### config.mk
export PLATFORM = sky130hd
export DESIGN_NAME = dac_pair_latch
export DESIGN_NICKNAME = d
export VERILOG_FILES = /design/src/rtl/dac_latch_pkg.sv /design/src/rtl/dac_wr_decode.sv /design/src/rtl/dac_chan_buf.sv /design/src/rtl/dac_pair_latch.sv
export SDC_FILE = /design/constraint.sdc
export NUM_CORES = 1
export LEC_CHECK = 0
export BUFFER_PORTS_ARGS = -buffer_cell sky130_fd_sc_hd__buf_2
export CORE_ASPECT_RATIO = 2
export CORE_MARGIN = 2
export CORE_UTILIZATION = 52
export DETAILED_ROUTE_END_ITERATION = 7
export PLACE_DENSITY = 0.78
export SYNTH_ARGS = -nofsm -noshare
export SYNTH_HDL_FRONTEND = slang
export SYNTH_HIERARCHICAL = 1
export SYNTH_SLANG_ARGS = --single-unit
### constraint.sdc
create_clock -name clk -period 1.6 [get_ports clk]
set_clock_uncertainty 0.15 [all_clocks]
set_input_delay 0.24 -clock clk [delete_from_list [all_inputs] [get_ports clk]]
set_output_delay 0.24 -clock clk [all_outputs]
set_load 0.1 [all_outputs]
### src/rtl/dac_latch_pkg.sv
package dac_latch_pkg;
  localparam int NUM_CH   = 2;
  localparam int ADDR_W   = 3;
  localparam int BYTE_W   = 8;
  localparam int HI_W     = 4;
  localparam int CODE_W   = BYTE_W + HI_W;
  localparam int BASE_OFF = 4;

  typedef logic [CODE_W-1:0] code_t;
  typedef logic [BYTE_W-1:0] byte_t;
endpackage

### src/rtl/dac_wr_decode.sv
module dac_wr_decode #(
  parameter int ADDR_W   = 3,
  parameter int NUM_CH   = 2,
  parameter int BASE_OFF = 4
) (
  input  logic              wr_en,
  input  logic [ADDR_W-1:0] wr_addr,
  output logic [NUM_CH-1:0] lo_we,
  output logic [NUM_CH-1:0] hi_we
);
  for (genvar n = 0; n < NUM_CH; n++) begin : g_dec
    localparam int LO_OFF = BASE_OFF + 2 * n;
    localparam int HI_OFF = LO_OFF + 1;
    always_comb begin
      lo_we[n] = wr_en && (wr_addr == ADDR_W'(LO_OFF));
      hi_we[n] = wr_en && (wr_addr == ADDR_W'(HI_OFF));
    end
  end
endmodule

### src/rtl/dac_chan_buf.sv
module dac_chan_buf #(
  parameter int BYTE_W = 8,
  parameter int HI_W   = 4,
  localparam int CODE_W = BYTE_W + HI_W
) (
  input  logic              clk,
  input  logic              rst_n,
  input  logic              lo_we,
  input  logic              hi_we,
  input  logic [BYTE_W-1:0] wr_data,
  output logic [CODE_W-1:0] code,
  output logic              upd
);
  logic [BYTE_W-1:0] stage_q;

  always_ff @(posedge clk) begin
    if (!rst_n) begin
      stage_q <= '0;
      code    <= '0;
      upd     <= 1'b0;
    end else begin
      upd <= hi_we;
      if (lo_we) stage_q <= wr_data;
      if (hi_we) code <= {wr_data[HI_W-1:0], stage_q};
    end
  end
endmodule

### src/rtl/dac_pair_latch.sv
module dac_pair_latch
  import dac_latch_pkg::*;
(
  input  logic              clk,
  input  logic              rst_n,
  input  logic              wr_en,
  input  logic [ADDR_W-1:0] wr_addr,
  input  logic [BYTE_W-1:0] wr_data,
  output logic [CODE_W-1:0] code_ch0,
  output logic [CODE_W-1:0] code_ch1,
  output logic              upd_ch0,
  output logic              upd_ch1
);
  logic [NUM_CH-1:0] lo_we, hi_we, upd_w;
  code_t             code_w [NUM_CH];

  dac_wr_decode #(.ADDR_W(ADDR_W), .NUM_CH(NUM_CH), .BASE_OFF(BASE_OFF)) dec_i (
    .wr_en(wr_en), .wr_addr(wr_addr), .lo_we(lo_we), .hi_we(hi_we)
  );

  for (genvar n = 0; n < NUM_CH; n++) begin : g_ch
    dac_chan_buf #(.BYTE_W(BYTE_W), .HI_W(HI_W)) buf_i (
      .clk(clk), .rst_n(rst_n), .lo_we(lo_we[n]), .hi_we(hi_we[n]),
      .wr_data(wr_data), .code(code_w[n]), .upd(upd_w[n])
    );
  end

  assign code_ch0 = code_w[0];
  assign code_ch1 = code_w[1];
  assign upd_ch0  = upd_w[0];
  assign upd_ch1  = upd_w[1];
endmodule

==> reports/qor.csv <==
stage;metric;value;unit
cells_and_area;layout_commonest_cell;dfxtp_1;
clock_network;tritoncts;done;
drt;drc_errors;0;
critical_path;required;1210;ps
critical_path;crit_arrival;1060;ps
grt;track_usage;17.0;%
floorplanning;boundaryPins;40;
power;powerDensity;1010;nW/um^2
sta;hold_viol_final;0;
synth;synthesis.area;1640;sq um
clock_network;cts_num_sinks;42;
sta;max-slew-margin-rel;65.7;%
power;worst_ir_drop_vdd;0.000776;V
power;p_leak;0.722;nW
cells_and_area;nets;188;
critical_path;crit_family;buffers and inverters;
clock_network;hold_buffers;0;
drt;num_vias;1042;
floorplanning;initial_core_util;55.2;%
sta;min_period;1450;ps
critical_path;slowest_stage;buf_2;
critical_path;rr_worst_depth;2;
cells_and_area;drive_gt1_share;29.7;%
clock_network;clk_pin_slew;80;ps
floorplanning;die_h;83.5;um
placed_design;hpwl;2.07;mm
drt;wl;2.82;mm
synth;ys_warn_count;6;
critical_path;worstSetupPathType;reg -> out;
cells_and_area;area_delta_synth_final;14.1;%
synth;syn-num-nets;152;
clock_network;numCtsBuffers;5;
grt;grt_pass1_vias;1050;
critical_path;cp_num_buf_inv;1;
drt;viasPerCell;5.08;
cells_and_area;final_cell_mix;dfxtp_1, mux2i_1, nor2b_1;
floorplanning;dieWidth;43.8;um
grt;globalRouteOverflowTotal;0;
synth;synth_seq_cells;42;
sta;setup_tns;0;ps
clock_network;root_buffer;clkbuf_8;
placed_design;place_congestion;0.711;
critical_path;cp_cell_sequence;buf_2;
cells_and_area;num-fill-cells;256;
sta;rsz0062_at_grt;no;
critical_path;end_kind;primary output;
clock_network;post_cts_resized;0;
synth;synthCells;138;
drt;final_antenna_net_count;0;
synth;ys_seq_area_share;51.1;%
drt;drtIter0Drc;8;
synth;synthTopCellsByArea;dfxtp_1, mux2i_1, nor2b_1;
synth;yosysUniqueCellTypes;11;
clock_network;htree_levels;2;
critical_path;crit_cells;1;
synth;avgSynthCellArea;11.9;sq um
floorplanning;dieArea;3650;sq um
sta;worstMarginPinSlew;514;ps
critical_path;max_stage_delay;430;ps
critical_path;worstPathMaxFanout;2;
synth;synth_top_area_cell;dfxtp_1;
run;maxCapViolations;0;
sta;fin_crit_sh;90.6;%
drt;drt-pass1-iter-count;2;
worst_hold_path;hold_path.class;in -> reg;
clock_network;clock_path_buffers;2;
critical_path;worstSetupStartpointType;flip-flop;
sta;final_max_slew_viol_count;0;
worst_hold_path;holdPathStages;3;
cells_and_area;diodes;0;
sta;fmax;690;MHz
grt;grt_max_degree;43;
grt;grt_pass1_wl;4.78;mm
floorplanning;fp.coreArea;2980;sq um
cells_and_area;design_area;1880;sq um
critical_path;timing.reg2reg.setup_slack;820;ps
placed_design;io_buffers;39;
floorplanning;floorplan.rows;28;
placed_design;place_area;1780;sq um
synth;yosys.area.top_type_share;51.1;%
clock_network;post_cts_buffers;0;
drt;post_drt_wl_per_cell;13.8;um
sta;setup_viol_count_final;0;
grt;antenna_found_initial;0;
clock_network;clk_latency;290;ps
run_status;status;complete, no violations;
where the power goes:
| group | total [mW] | switching [mW] | internal [mW] |
|---|---|---|---|
| registers | 1.07 | 0.00715 | 1.06 |
| clock network | 0.685 | 0.337 | 0.348 |
| logic | 0.146 | 0.0919 | 0.0537 |
| total | 1.90 | 0.436 | 1.46 |
area by class of cell:
class	count	area [sq um]	share of cell area (%)
Sequential cell	42	841	44.8
Multi-Input combinational cell	86	711	37.9
Timing Repair Buffer	39	195	10.4
Clock buffer	7	86.3	4.60
Tap cell	30	37.5	2.00
Clock inverter	1	5.00	0.267
registers in the layout, summed over array words and instances, names as in the netlist:
register / count
g_ch.buf_i/upd: 2
g_ch.buf_i/code: 24
g_ch.buf_i/stage_q: 16
metrics by stage:
| step | cells | hold slack, ps | worst slack (ps) | power, mW | utilization [%] |
|---|---|---|---|---|---|
| after floorplan | 138 | 218 | 189 | 1.21 | - |
| after global placement | 197 | 340 | 165 | 1.23 | 59.9 |
| after detailed placement | 197 | 355 | 128 | 1.24 | 59.9 |
| after CTS | 205 | 79.5 | 138 | 1.91 | 63.0 |
| after global routing | 205 | 96.1 | 114 | 1.97 | 63.0 |
| final | 205 | 80.5 | 151 | 1.90 | 63.0 |
metal layers:
| metal | part of all wire (%) | vias up | GRT usage, % |
|---|---|---|---|
| met5 | 0 | - | 0 |
| met4 | 3.2 | 0 | 9.92 |
| met3 | 3.8 | 7 | 3.90 |
| met2 | 50 | 28 | 27.4 |
| met1 | 43 | 482 | 19.6 |
| li1 | - | 525 | - |
kinds of logic (layout without fill, tap and decap cells):
| family | after synthesis | after routing | synth area share (%) |
|---|---|---|---|
| DFF | 42 | 42 | 51.1 |
| muxes | 40 | 40 | 24.4 |
| and+or+nand+nor | 46 | 46 | 18.9 |
| buffers and inverters | 10 | 47 | 5.63 |
worst paths after layout:
path | from | to
max | g_ch[0].buf_i/code[0] | code_ch0[0]
min | wr_data[5] | g_ch[1].buf_i/stage_q[5]
max reg2reg | g_ch[0].buf_i/stage_q[0] | g_ch[0].buf_i/stage_q[0]
min reg2reg | g_ch[1].buf_i/code[8] | g_ch[1].buf_i/code[8]
synth_stat cells:
master,n
buf_6,2
and4b_2,2
mux2i_1,40
dfxtp_1,42
and4bb_2,1
buf_4,2
buf_12,2
and2_2,2
nor2b_1,40
and4_2,1
clkbuf_1,4
Power figures use the tool's default switching activity.
